--- src/rtl/itmr_pkg.sv ---
package itmr_pkg;

  localparam int DIV_CODE_W = 3;
  localparam int PRE_W      = (1 << DIV_CODE_W) - 1;
  localparam int VEC_W      = 8;

  localparam int NREG    = 6;
  localparam int IX_EOI  = 0;
  localparam int IX_SPV  = 1;
  localparam int IX_LVT  = 2;
  localparam int IX_INIT = 3;
  localparam int IX_CUR  = 4;
  localparam int IX_DIV  = 5;

  localparam logic [11:0] REG_OFF [NREG] = '{
    12'h0B0, 12'h0F0, 12'h320, 12'h380, 12'h390, 12'h3E0
  };

  localparam int ENT_PEND_BIT = 12;
  localparam int ENT_MASK_BIT = 16;
  localparam int ENT_MODE_LO  = 17;
  localparam int SPV_EN_BIT   = 8;

  typedef enum logic [1:0] {
    MODE_ONESHOT  = 2'b00,
    MODE_PERIODIC = 2'b01,
    MODE_DEADLINE = 2'b10,
    MODE_RSVD     = 2'b11
  } tmr_mode_e;

  typedef struct packed {
    logic [VEC_W-1:0] vec;
    logic             mask;
    tmr_mode_e        mode;
  } ent_cfg_t;

  function automatic logic [PRE_W-1:0] div_mask(input logic [DIV_CODE_W-1:0] code);
    logic [PRE_W:0] full;
    if (code == '1) return '0;
    full = (PRE_W+1)'(1) << (code + 1'b1);
    return PRE_W'(full - 1'b1);
  endfunction

endpackage

--- src/rtl/itmr_prescaler.sv ---
module itmr_prescaler
  import itmr_pkg::*;
(
  input  logic                  clk,
  input  logic                  rst_n,
  input  logic                  restart,
  input  logic                  run,
  input  logic [DIV_CODE_W-1:0] div_code,
  output logic                  tick
);

  logic [PRE_W-1:0] phase_q;
  logic [PRE_W-1:0] limit;

  assign limit = div_mask(div_code);
  assign tick  = run && !restart && (phase_q >= limit);

  always_ff @(posedge clk) begin
    if (!rst_n)       phase_q <= '0;
    else if (restart) phase_q <= '0;
    else if (run)     phase_q <= tick ? '0 : phase_q + 1'b1;
  end

endmodule

--- src/rtl/itmr_counter.sv ---
module itmr_counter
  import itmr_pkg::*;
#(
  parameter int CNT_W = 32
) (
  input  logic             clk,
  input  logic             rst_n,
  input  logic             load,
  input  logic [CNT_W-1:0] load_val,
  input  logic [CNT_W-1:0] reload_val,
  input  logic             tick,
  input  tmr_mode_e        mode,
  output logic [CNT_W-1:0] count,
  output logic             active,
  output logic             expire
);

  logic at_one;

  assign at_one = (count == CNT_W'(1));
  assign active = (count != '0) &&
                  ((mode == MODE_ONESHOT) || (mode == MODE_PERIODIC));
  assign expire = tick && at_one;

  always_ff @(posedge clk) begin
    if (!rst_n) begin
      count <= '0;
    end else if (load) begin
      count <= load_val;
    end else if (tick) begin
      if (at_one) count <= (mode == MODE_PERIODIC) ? reload_val : '0;
      else        count <= count - 1'b1;
    end
  end

endmodule

--- src/rtl/itmr_irq_ctrl.sv ---
module itmr_irq_ctrl
  import itmr_pkg::*;
(
  input  logic             clk,
  input  logic             rst_n,
  input  logic             expire,
  input  logic             mask,
  input  logic             sw_en,
  input  logic [VEC_W-1:0] vec,
  input  logic             eoi,
  output logic             pending,
  output logic [VEC_W-1:0] vec_q
);

  logic fire;

  assign fire = expire && !mask && sw_en;

  always_ff @(posedge clk) begin
    if (!rst_n) begin
      pending <= 1'b0;
      vec_q   <= '0;
    end else if (fire) begin
      pending <= 1'b1;
      vec_q   <= vec;
    end else if (eoi) begin
      pending <= 1'b0;
    end
  end

endmodule

--- src/rtl/itmr_regfile.sv ---
module itmr_regfile
  import itmr_pkg::*;
#(
  parameter int ADDR_W = 12,
  parameter int CNT_W  = 32
) (
  input  logic                  clk,
  input  logic                  rst_n,
  input  logic                  wr_en,
  input  logic [ADDR_W-1:0]     addr,
  input  logic [31:0]           wr_data,
  input  logic [CNT_W-1:0]      cur_count,
  input  logic                  pending,
  output ent_cfg_t              ent,
  output logic                  sw_en,
  output logic [VEC_W-1:0]      sw_vec,
  output logic [CNT_W-1:0]      init_q,
  output logic [DIV_CODE_W-1:0] div_code,
  output logic                  init_wr,
  output logic                  eoi_wr,
  output logic [31:0]           rd_data
);

  logic [NREG-1:0] hit;
  logic [NREG-1:0] wr_hit;

  for (genvar i = 0; i < NREG; i++) begin : g_dec
    assign hit[i]    = (addr == ADDR_W'(REG_OFF[i]));
    assign wr_hit[i] = wr_en && hit[i];
  end

  assign init_wr = wr_hit[IX_INIT];
  assign eoi_wr  = wr_hit[IX_EOI];

  always_ff @(posedge clk) begin
    if (!rst_n) begin
      ent      <= '{vec: '0, mask: 1'b1, mode: MODE_ONESHOT};
      sw_en    <= 1'b0;
      sw_vec   <= '0;
      init_q   <= '0;
      div_code <= '0;
    end else begin
      if (wr_hit[IX_SPV]) begin
        sw_en  <= wr_data[SPV_EN_BIT];
        sw_vec <= wr_data[VEC_W-1:0];
      end
      if (wr_hit[IX_LVT]) begin
        ent.vec  <= wr_data[VEC_W-1:0];
        ent.mask <= wr_data[ENT_MASK_BIT];
        ent.mode <= tmr_mode_e'(wr_data[ENT_MODE_LO+1:ENT_MODE_LO]);
      end
      if (wr_hit[IX_INIT]) init_q   <= wr_data[CNT_W-1:0];
      if (wr_hit[IX_DIV])  div_code <= wr_data[DIV_CODE_W-1:0];
    end
  end

  always_comb begin
    rd_data = '0;
    if (hit[IX_SPV]) begin
      rd_data[SPV_EN_BIT]  = sw_en;
      rd_data[VEC_W-1:0]   = sw_vec;
    end
    if (hit[IX_LVT]) begin
      rd_data[VEC_W-1:0]                   = ent.vec;
      rd_data[ENT_PEND_BIT]                = pending;
      rd_data[ENT_MASK_BIT]                = ent.mask;
      rd_data[ENT_MODE_LO+1:ENT_MODE_LO]   = ent.mode;
    end
    if (hit[IX_INIT]) rd_data[CNT_W-1:0]      = init_q;
    if (hit[IX_CUR])  rd_data[CNT_W-1:0]      = cur_count;
    if (hit[IX_DIV])  rd_data[DIV_CODE_W-1:0] = div_code;
  end

endmodule

--- src/rtl/irq_countdown_timer.sv ---
module irq_countdown_timer
  import itmr_pkg::*;
#(
  parameter int ADDR_W = 12,
  parameter int CNT_W  = 32
) (
  input  logic              clk,
  input  logic              rst_n,
  input  logic              bus_valid,
  input  logic              bus_write,
  input  logic [ADDR_W-1:0] bus_addr,
  input  logic [31:0]       bus_wdata,
  output logic [31:0]       bus_rdata,
  output logic              irq_req,
  output logic [VEC_W-1:0]  irq_vector
);

  ent_cfg_t              ent;
  logic                  sw_en;
  logic [VEC_W-1:0]      sw_vec;
  logic [CNT_W-1:0]      init_q;
  logic [DIV_CODE_W-1:0] div_code;
  logic                  init_wr;
  logic                  eoi_wr;
  logic [CNT_W-1:0]      cur_count;
  logic                  active;
  logic                  expire;
  logic                  tick;
  logic                  pending;
  logic                  wr_en;

  assign wr_en = bus_valid && bus_write;

  itmr_regfile #(.ADDR_W(ADDR_W), .CNT_W(CNT_W)) regs_i (
    .clk       (clk),
    .rst_n     (rst_n),
    .wr_en     (wr_en),
    .addr      (bus_addr),
    .wr_data   (bus_wdata),
    .cur_count (cur_count),
    .pending   (pending),
    .ent       (ent),
    .sw_en     (sw_en),
    .sw_vec    (sw_vec),
    .init_q    (init_q),
    .div_code  (div_code),
    .init_wr   (init_wr),
    .eoi_wr    (eoi_wr),
    .rd_data   (bus_rdata)
  );

  itmr_prescaler pre_i (
    .clk      (clk),
    .rst_n    (rst_n),
    .restart  (init_wr),
    .run      (active),
    .div_code (div_code),
    .tick     (tick)
  );

  itmr_counter #(.CNT_W(CNT_W)) cnt_i (
    .clk        (clk),
    .rst_n      (rst_n),
    .load       (init_wr),
    .load_val   (bus_wdata[CNT_W-1:0]),
    .reload_val (init_q),
    .tick       (tick),
    .mode       (ent.mode),
    .count      (cur_count),
    .active     (active),
    .expire     (expire)
  );

  itmr_irq_ctrl irq_i (
    .clk     (clk),
    .rst_n   (rst_n),
    .expire  (expire),
    .mask    (ent.mask),
    .sw_en   (sw_en),
    .vec     (ent.vec),
    .eoi     (eoi_wr),
    .pending (pending),
    .vec_q   (irq_vector)
  );

  assign irq_req = pending;

endmodule

--- config.mk ---
export PLATFORM = sky130hd
export DESIGN_NAME = irq_countdown_timer
export DESIGN_NICKNAME = d
export VERILOG_FILES = /design/src/rtl/itmr_pkg.sv /design/src/rtl/itmr_prescaler.sv /design/src/rtl/itmr_counter.sv /design/src/rtl/itmr_irq_ctrl.sv /design/src/rtl/itmr_regfile.sv /design/src/rtl/irq_countdown_timer.sv
export SDC_FILE = /design/constraint.sdc
export NUM_CORES = 1
export LEC_CHECK = 0
export BUFFER_PORTS_ARGS = -buffer_cell sky130_fd_sc_hd__buf_4
export CORE_ASPECT_RATIO = 0.75
export CORE_MARGIN = 2
export CORE_UTILIZATION = 35
export CTS_CLUSTER_SIZE = 28
export DETAILED_ROUTE_END_ITERATION = 12
export PLACE_DENSITY = 0.62
export RECOVER_POWER = 50
export SLEW_MARGIN = 40
export SYNTH_ARGS = -nofsm -noshare
export SYNTH_HDL_FRONTEND = slang
export SYNTH_SLANG_ARGS = --single-unit
--- constraint.sdc ---
create_clock -name clk -period 5.5 [get_ports clk]
set_input_delay 1.1 -clock clk [delete_from_list [all_inputs] [get_ports clk]]
set_output_delay 1.1 -clock clk [all_outputs]
set_load 0.1 [all_outputs]
=== Yosys cells after proc, flatten, opt, wreduce, memory -nomap -nowiden ===
Cells that the tools add are included.

* Output and inout port bits: 41
* Register bits after elaboration: 103
* Bits of input ports: 48
* Logic and storage cells: 64

* Bitwise gates (word level): 1
* Equality and inequality tests: 9
* Magnitude comparators: 1
* Add/subtract/negate cells: 4
* Reductions and logical operators: 20
* Muxes and demuxes: 17
* Shifts and indexed selects: 1

{| class="wikitable"
|+ Operators by type and width
! kind !! count
|-
| 32-bit two-way mux || 6
|-
| 12-bit by 10-bit == test with 1-bit output, second input constant || 4
|-
| 32-bit by 1-bit == test with 1-bit output, second input constant || 1
|-
| 32-bit nonzero test || 1
|-
| 32-bit by 1-bit subtractor with 32-bit output, second input constant || 1
|-
| 12-bit by 8-bit == test with 1-bit output, second input constant || 2
|-
| 7-bit two-way mux || 3
|-
| 1-bit logical AND || 12
|-
| 9-bit two-way mux || 1
|-
| 8-bit two-way mux || 1
|-
| 7-bit by 1-bit adder with 7-bit output, second input constant || 1
|-
| 7-bit >= comparator || 1
|-
| 1-bit by 3-bit << shifter with 7-bit output, first input constant || 1
|-
| 7-bit by 1-bit subtractor with 7-bit output, second input constant || 1
|-
| 3-bit two-way mux || 2
|-
| 1-bit two-way mux || 4
|-
| 2-bit nonzero test || 2
|-
| 3-bit by 1-bit adder with 3-bit output, second input constant || 1
|-
| 3-bit == test, second input constant || 1
|-
| 2-bit by 1-bit == test with 1-bit output, second input constant || 1
|-
| 1-bit logical NOT || 2
|-
| 2-bit logical NOT || 1
|-
| 2-bit OR reduction || 1
|-
| 1-bit logical OR || 1
|-
| 1-bit NOT || 1
|}

=== Longest topological paths before layout ===
Gate-level depths: netlist (run 1).

* Word-level depth: 10
* Gate-level depth with buffers: 18
* Depth with buffers taken out: 17

=== Hierarchy ===
A second synthesis (run 1) with hierarchy kept.

* Cells, all modules: 832
* Area total of the unflattened synthesis: 6517.5 um^2

{| class="wikitable"
|+ By module, submodules not included
! module !! instances !! area an instance (um^2) !! sequential area each (um^2) !! cells an instance
|-
| itmr_regfile || 1 || 2889.0 || 1101.1 || 367
|-
| itmr_counter || 1 || 2563.7 || 640.6 || 346
|-
| itmr_prescaler || 1 || 689.4 || 140.1 || 79
|-
| itmr_irq_ctrl || 1 || 369.1 || 180.2 || 39
|-
| irq_countdown_timer || 1 || 6.3 || 0.0 || 1
|}

=== Worst setup path before layout (run 1) ===
Ideal clock, no wire load.

* Path type: input -> output
* Start: in bus_addr[11]
* End: out bus_rdata[18]
* Arrival time: 4469 ps
* Stages: 6
* Path buffers: 2
* Data required time: 4400 ps
* Setup slack: -69 ps
* Cells stage by stage: nor4_2 -> and3_1 -> clkbuf_1 -> nand2_1 -> clkbuf_1 -> o21ai_0

* Word-level cells in the longest chain between the ends: 4
* Elaborated cells between the ends (all ways): 6
* Classes of those cells: 3 x eq/ne; 3 x mux

{| class="wikitable"
|+ RTL lines
! what !! RTL line !! RTL
|-
| from (decl) || irq_countdown_timer.sv:11 || <nowiki>input logic [ADDR_W-1:0] bus_addr,</nowiki>
|-
| 12-bit by 10-bit == test with 1-bit output || itmr_regfile.sv:28 || <nowiki>assign hit[i] = (addr == ADDR_W'(REG_OFF[i]));</nowiki>
|-
| 3-bit two-way mux || itmr_regfile.sv:63 || <nowiki>if (hit[IX_LVT]) begin</nowiki>
|-
| 32-bit two-way mux || itmr_regfile.sv:69 || <nowiki>if (hit[IX_INIT]) rd_data[CNT_W-1:0] = init_q;</nowiki>
|-
| 32-bit two-way mux (*) || itmr_regfile.sv:70 || <nowiki>if (hit[IX_CUR]) rd_data[CNT_W-1:0] = cur_count;</nowiki>
|-
| to (decl) || irq_countdown_timer.sv:13 || <nowiki>output logic [31:0] bus_rdata,</nowiki>
|}

Every way passes the cells marked *; elsewhere a longest branch is shown, timed or not.

=== Worst setup path in the final report (run 1) ===
* Start: in bus_addr[11]
* End: out bus_rdata[7]

* Word-level cells in the longest chain between the ends: 5
* Elaborated cells between the ends (all ways): 8
* Classes of those cells: 4 x eq/ne; 4 x mux

{| class="wikitable"
|+ RTL lines
! what !! RTL line !! RTL
|-
| 12-bit by 8-bit == test with 1-bit output || itmr_regfile.sv:28 ||
|-
| 9-bit two-way mux || itmr_regfile.sv:59 || <nowiki>if (hit[IX_SPV]) begin</nowiki>
|-
| 8-bit two-way mux || itmr_regfile.sv:63 ||
|-
| 32-bit two-way mux || itmr_regfile.sv:69 ||
|-
| 32-bit two-way mux (*) || itmr_regfile.sv:70 ||
|}

Marked as above.

==> results.toml, run 1 <==
[clock_tree]
cts_tree = "done"
cts_resized = 0
clkLatencyLatePin_ns = 0.36
holdBufCountCts = 0
cts_buffers = 9
cts_sinks = 103
clock_path_buffers = 2
cts.root.buffer_cell = "clkbuf_16"
clk_pin_slew_ns = 0.08
htreeDepth = 3
cts_setup_buffers = 0

[sta]
rsz0062_at_grt = "false"
fin_crit_sh = 0.890
slew_headroom = -0.815
fin_tns_setup_ns = 0
setup_viol = 0
slew_violations = 57
fmax_mhz = 204
min_period_ns = 4.89
max_slew.worst_pin.slew_ns = 2.72
holdWs_ns = 0.456
fin_skew_ns = 0.00920
hold_viol_final = 0

[power_and_ir_drop]
p_leak_uw = 0.00274
peakVddDrop_v = 0.000286
p_per_area_mw_per_mm2 = 508

[critical_path]
reg2reg_depth = 18
crit_path_frequent_cell = "buf_4"
critical_path.top_delay_family = "simple AND/OR/NAND/NOR gates"
worst-path-stages = 9
cp.arrival_ns = 3.79
crit_chain = "clkbuf_4 > nor4_1 > nand4_1 > nor3_1 > buf_4 > a221o_1 > a21oi_1 > a2bb2o_1 > buf_4"
cp-end-kind = "primary output"
startpoint_type = "input port"
criticalPathCategory = "in2out"
crit_required_ns = 4.40
crit_slowest_cell = "nor4_1"
crit_path_max_fanout = 13
cpPeakStageDelay_ns = 1.06
crit_buf_inv = 3

[global_routing]
antenna_found_initial = 0
overflow = 0
grt_use_total = 0.215
grt_max_degree = 57
grt_pass1_wl_mm = 32.3
grt_pass1_vias = 6124

[hold_path]
worst_hold_path_type = "reg2reg"
min_path_cells = 2

[logic_synthesis]
async_flop_share = 0
yosysSeqAreaShare = 0.336
netlist_instances = 783
ys.flop_type = "dfxtp_1"
synth_area_mm2 = 0.00614
yosysWarnings = 0
synth_edf_count = 0
synth.distinct_cells = 73
ys_ff_latch = 103
avgSynthCellArea_um2 = 7.85
syn-num-nets = 843

[flow_run]
maxCapViolCount = 1

[routing]
ant_nets = 0
wl_per_cell_um = 18.3
drt-pass1-iter-count = 7
drt-total-wl_mm = 19.9
drc = 0
num_vias = 6208
via_per_inst = 5.70
drtIter0Drc = 510

[cells_and_area]
area_growth_pct = 18.9
antenna_cells = 0
fin_nets = 908
fin_cells = 1089
drive_gt1_frac = 0.163
finalInstanceArea_mm2 = 0.00731

[run_status]
status = "finished, violations left"
violations = "max-capacitance violations, max-slew violations"

[floorplan]
io_pins = 89
die_h_um = 119
rows = 41
start_util = 0.362
coreArea_mm2 = 0.0170
die_w_um = 157
die-area_mm2 = 0.0186

[placement]
dp_hpwl_mm = 13.8
dpl-instance-area_mm2 = 0.00702
place_congestion = 0.839
io_buffer_count = 88
dp.cells = 1072
[worst paths after layout]
path                                                      start                       endpoint  slack [ns]
worst min-delay path              regs_i.sw_vec[6]$_SDFFE_PN0P_  regs_i.sw_vec[6]$_SDFFE_PN0P_        0.46
worst max-delay path                               bus_addr[11]                   bus_rdata[7]        0.61
worst min register to register    regs_i.sw_vec[6]$_SDFFE_PN0P_  regs_i.sw_vec[6]$_SDFFE_PN0P_        0.46
worst max register to register  regs_i.div_code[0]$_SDFFE_PN0P_   cnt_i.count[11]$_SDFFE_PN0P_        0.95
[routing by layer]
layer | global-route usage | wire length, µm | vias up | share of wire
li1 | - | - | 3008 | -
met1 | 0.306 | 9620 | 2955 | 0.48
met2 | 0.342 | 8790 | 212 | 0.44
met3 | 0.0356 | 1240 | 33 | 0.062
met4 | 0.0447 | 276 | 0 | 0.014
met5 | 0.00840 | 0 | - | 0
[kinds of logic after synthesis]
group,count (synthesis),share of synthesized area
and+or+nand+nor,346,0.275
buffers and inverters,62,0.0434
xor gates and xnor gates,6,0.00855
AOI/OAI and AO/OA,200,0.224
DFF,103,0.336
adders and majority gates,12,0.0244
muxes,54,0.0886
[sequential cells by signal (all words and copies together) (netlist names)]
signal,count
irq_i.pending,1
irq_i.vec_q,8
regs_i.sw_vec,8
regs_i.ent,11
regs_i.init_q,32
pre_i.phase_q,7
regs_i.div_code,3
cnt_i.count,32
regs_i.sw_en,1
[cell type report]
class | count | area [µm²]
clock buffers | 9 | 225
clock inverters | 7 | 111
fillers | 1740 | 9670
inverters | 10 | 40.0
multi-input cells | 618 | 3820
flip-flops and latches | 103 | 2060
well taps | 236 | 295
repair buffers | 106 | 751
[worst register-to-register path, cell delays in order, from the launching register on]
cell	delay [ns]
dfxtp_1	0.48
inv_1	0.12
nor2_1	0.27
ha_1	0.35
inv_1	0.15
nand3_1	0.10
ha_1	0.29
o21ai_0	0.21
a22o_1	0.16
nand2b_1	0.05
ha_1	0.29
nand4_1	0.10
nor2_1	0.11
a211oi_1	0.08
clkbuf_1	0.16
o21ai_0	0.21
clkbuf_1	0.65
nand2_1	0.39
o31ai_1	0.29
[cell usage after synthesis, types with 5 or more instances]
cell type / instances / share of area
nand2_1: 144 / 0.088
dfxtp_1: 103 / 0.34
nor2_1: 80 / 0.049
a21oi_1: 69 / 0.056
mux2i_1: 51 / 0.083
o21ai_0: 30 / 0.024
clkbuf_1: 29 / 0.018
nor3_1: 19 / 0.015
buf_2: 18 / 0.015
nand4_1: 18 / 0.018
nand3_1: 16 / 0.013
a31oi_1: 13 / 0.013
ha_1: 12 / 0.024
inv_1: 10 / 0.0061
nand2b_1: 10 / 0.010
nor4_1: 9 / 0.0092
or3_1: 9 / 0.0092
o21a_1: 8 / 0.0098
a211oi_1: 6 / 0.0073
a222oi_1: 6 / 0.0098
o32ai_1: 6 / 0.0086
a221o_1: 5 / 0.0081
a2bb2o_1: 5 / 0.0081
a311oi_1: 5 / 0.0071
a31o_2: 5 / 0.0071
o211a_1: 5 / 0.0081
[cell usage in the layout (no fill, tap or decap), types with 4 or more instances in the layout]
cell type and n:
a31o_2 5, xor2_1 4, o32ai_1 6, buf_4 92, a32o_1 4, nand2_1 144, clkbuf_16 9, a21oi_1 69
o21a_1 8, dfxtp_1 103, nor4_1 10, a222oi_1 6, inv_1 9, mux2i_1 51, and2_1 4, nor4_2 4
a31oi_1 13, a311oi_1 5, o211ai_1 4, or3_1 9, clkbuf_1 12, a221o_1 5, o211a_1 5, nand3_1 16
a211oi_1 6, nor3_2 4, o21ai_0 30, nor2_1 80, nor3_1 17, nand2b_1 10, ha_1 12, and3_1 4
nor2b_1 4, nand4_1 18, a2bb2o_1 5
[power breakdown]
group	internal, µW	switching (µW)
Combinational	715	1240
Sequential	854	165
Clock	412	324
[through the flow]
| stage | power, µW | setup WS [ns] | utilization |
|---|---|---|---|
| 2_1_floorplan | 2440 | 0.141 | - |
| 3_3_place_gp | 2940 | 1.13 | 0.412 |
| 6_report | 3710 | 0.605 | 0.430 |
| 4_1_cts | 3700 | 1.10 | 0.433 |
| 3_5_place_dp | 2950 | 1.13 | 0.414 |
| 5_1_grt | 3960 | 0.460 | 0.430 |
Power figures use the tool's default switching activity.
==> inputs of run 2 (changes only) <==
CORE_MARGIN = 4   (was 2)
==> results.toml, run 2 (synthesized netlist as in run 1, its figures left out) <==
[critical_path]
cp-end-kind = "primary output"
crit_required_ns = 4.40
cpPeakStageDelay_ns = 0.62
criticalPathCategory = "in2out"
r2r-start = "regs_i.div_code[0]$_SDFFE_PN0P_"
crit_path_max_fanout = 13
reg2reg_depth = 18
crit_buf_inv = 3
critical_path.top_delay_family = "simple AND/OR/NAND/NOR gates"
cp.arrival_ns = 3.63
reg2reg_to = "cnt_i.count[11]$_SDFFE_PN0P_"
crit_slowest_cell = "nor4_2"
crit_chain = "clkbuf_4 > nor4_2 > nand4_1 > nor3_1 > clkbuf_1 > a221o_1 > a21oi_1 > a2bb2o_1 > buf_4"
reg2reg_slack_ns = 0.99
startpoint_type = "input port"

[clock_tree]
cts_buffers = 9
clkLatencyLatePin_ns = 0.35
clk_pin_slew_ns = 0.08
htreeDepth = 3
clock_path_buffers = 2
cts_setup_buffers = 0
cts.root.buffer_cell = "clkbuf_16"
cts_resized = 0
holdBufCountCts = 0
cts_sinks = 103
cts_tree = "done"

[placement]
io_buffer_count = 88
place_congestion = 0.855
dp_hpwl_mm = 14.0

[power_and_ir_drop]
p_per_area_mw_per_mm2 = 510
p_leak_uw = 0.00272
peakVddDrop_v = 0.000341

[floorplan]
die_w_um = 161
die_h_um = 123
rows = 41
start_util = 0.361
die-area_mm2 = 0.0198
coreArea_mm2 = 0.0170
io_pins = 89

[global_routing]
antenna_found_initial = 0
grt_use_total = 0.200
overflow = 0
grt_pass1_wl_mm = 32.0
grt_pass1_vias = 5981
grt_max_degree = 57

[hold_path]
worst_hold_path_type = "reg2reg"
min_path_cells = 2
holdPathEnd = "regs_i.sw_vec[7]$_SDFFE_PN0P_"
hold_path.startpoint = "regs_i.sw_vec[7]$_SDFFE_PN0P_"

[routing]
via_per_inst = 5.63
num_vias = 6121
drc = 0
drtIter0Drc = 642
ant_nets = 0
drt-pass1-iter-count = 7
wl_per_cell_um = 18.4
drt-total-wl_mm = 20.0

[cells_and_area]
fillCellCount = 1847
drive_gt1_frac = 0.161
final_common_cell = "nand2_1"
antenna_cells = 0
multi_input_area_mm2 = 0.00383
area_growth_pct = 18.6
layout_common_cells = "nand2_1 (145), dfxtp_1 (103), buf_4 (89), nor2_1 (80), a21oi_1 (69)"
fin_nets = 907
reg.largest.list = "cnt_i.count (32), regs_i.init_q (32), regs_i.ent (11)"
seq_area_mm2 = 0.00206
final_core_util = 0.428

[sta]
hold_viol_final = 0
fmax_mhz = 211
slew_headroom = -0.869
setup_viol = 0
max_slew.worst_pin.slew_ns = 2.80
fin_tns_setup_ns = 0
rsz0062_at_grt = "false"
slew_violations = 57
min_period_ns = 4.73
fin_skew_ns = 0.0104
fin_crit_sh = 0.860

[run_status]
violations = "max-capacitance violations, max-slew violations"
status = "finished, violations left"

[flow_run]
maxCapViolCount = 1
[run 2: cell count changes in the layout (fill, tap and decap cells not counted), moves of 2 or more]
cell / change
clkbuf_1: +2
inv_8: -2
inv_6: +2
buf_4: -3
[run 2: layout make-up]
type                       count  area share
clock buffer                   9      0.0309
clock inverter                 6      0.0134
inverter                      10     0.00550
multi-input combinational    618       0.526
sequential                   103       0.283
tap                          236      0.0405
timing repair buffer         105       0.101
[run 2: metrics by stage]
step	setup WS [ns]	hold WS [ns]	total power, µW	instances	instance area (µm²)
2_1_floorplan	0.141	0.431	2440	783	6140
3_3_place_gp	0.982	0.442	2950	1071	6990
3_5_place_dp	0.883	0.447	2960	1071	7010
4_1_cts	0.872	0.459	3690	1086	7340
5_1_grt	0.493	0.483	3940	1087	7290
6_report	0.769	0.458	3710	1087	7290
[run 2: worst max path at each step]
stage	endpoint	cells past startpoint	slack [ns]	startpoint
global route	irq_i.vec_q[3]$_SDFFE_PN0P_	18	0.49	regs_i.div_code[0]$_SDFFE_PN0P_
global placement	bus_rdata[17]	7	0.98	bus_addr[11]
detailed placement	bus_rdata[17]	7	0.88	bus_addr[11]
floorplan	bus_rdata[12]	5	0.14	bus_addr[11]
finish	bus_rdata[3]	9	0.77	bus_addr[11]
CTS	bus_rdata[17]	7	0.87	bus_addr[11]
[run 2: power by group]
group	switching [µW]	internal (µW)
combinational	1250	726
clock	317	406
sequential	162	854
[run 2: per-layer routing]
metal  GRT usage  routed length [µm]  vias to the layer above
li1            -                   -                     2996
met1       0.285                9600                     2883
met2       0.321                8780                      232
met3      0.0389                1510                       10
met4      0.0298                 113                        0
met5           0                   0                        -
[run 2: worst register-to-register path: stages, from the launching register on]
cell and delay [ns]:
dfxtp_1 0.48, inv_1 0.13, nor2_1 0.26, ha_1 0.35
inv_1 0.15, nand3_1 0.10, ha_1 0.29, xor2_1 0.16
nand2_1 0.07, a21o_1 0.19, ha_1 0.28, nand4_1 0.09
nor2_1 0.11, a211oi_1 0.09, clkbuf_1 0.17, o21ai_0 0.18
clkbuf_1 0.64, nand2_1 0.41, o31ai_1 0.31
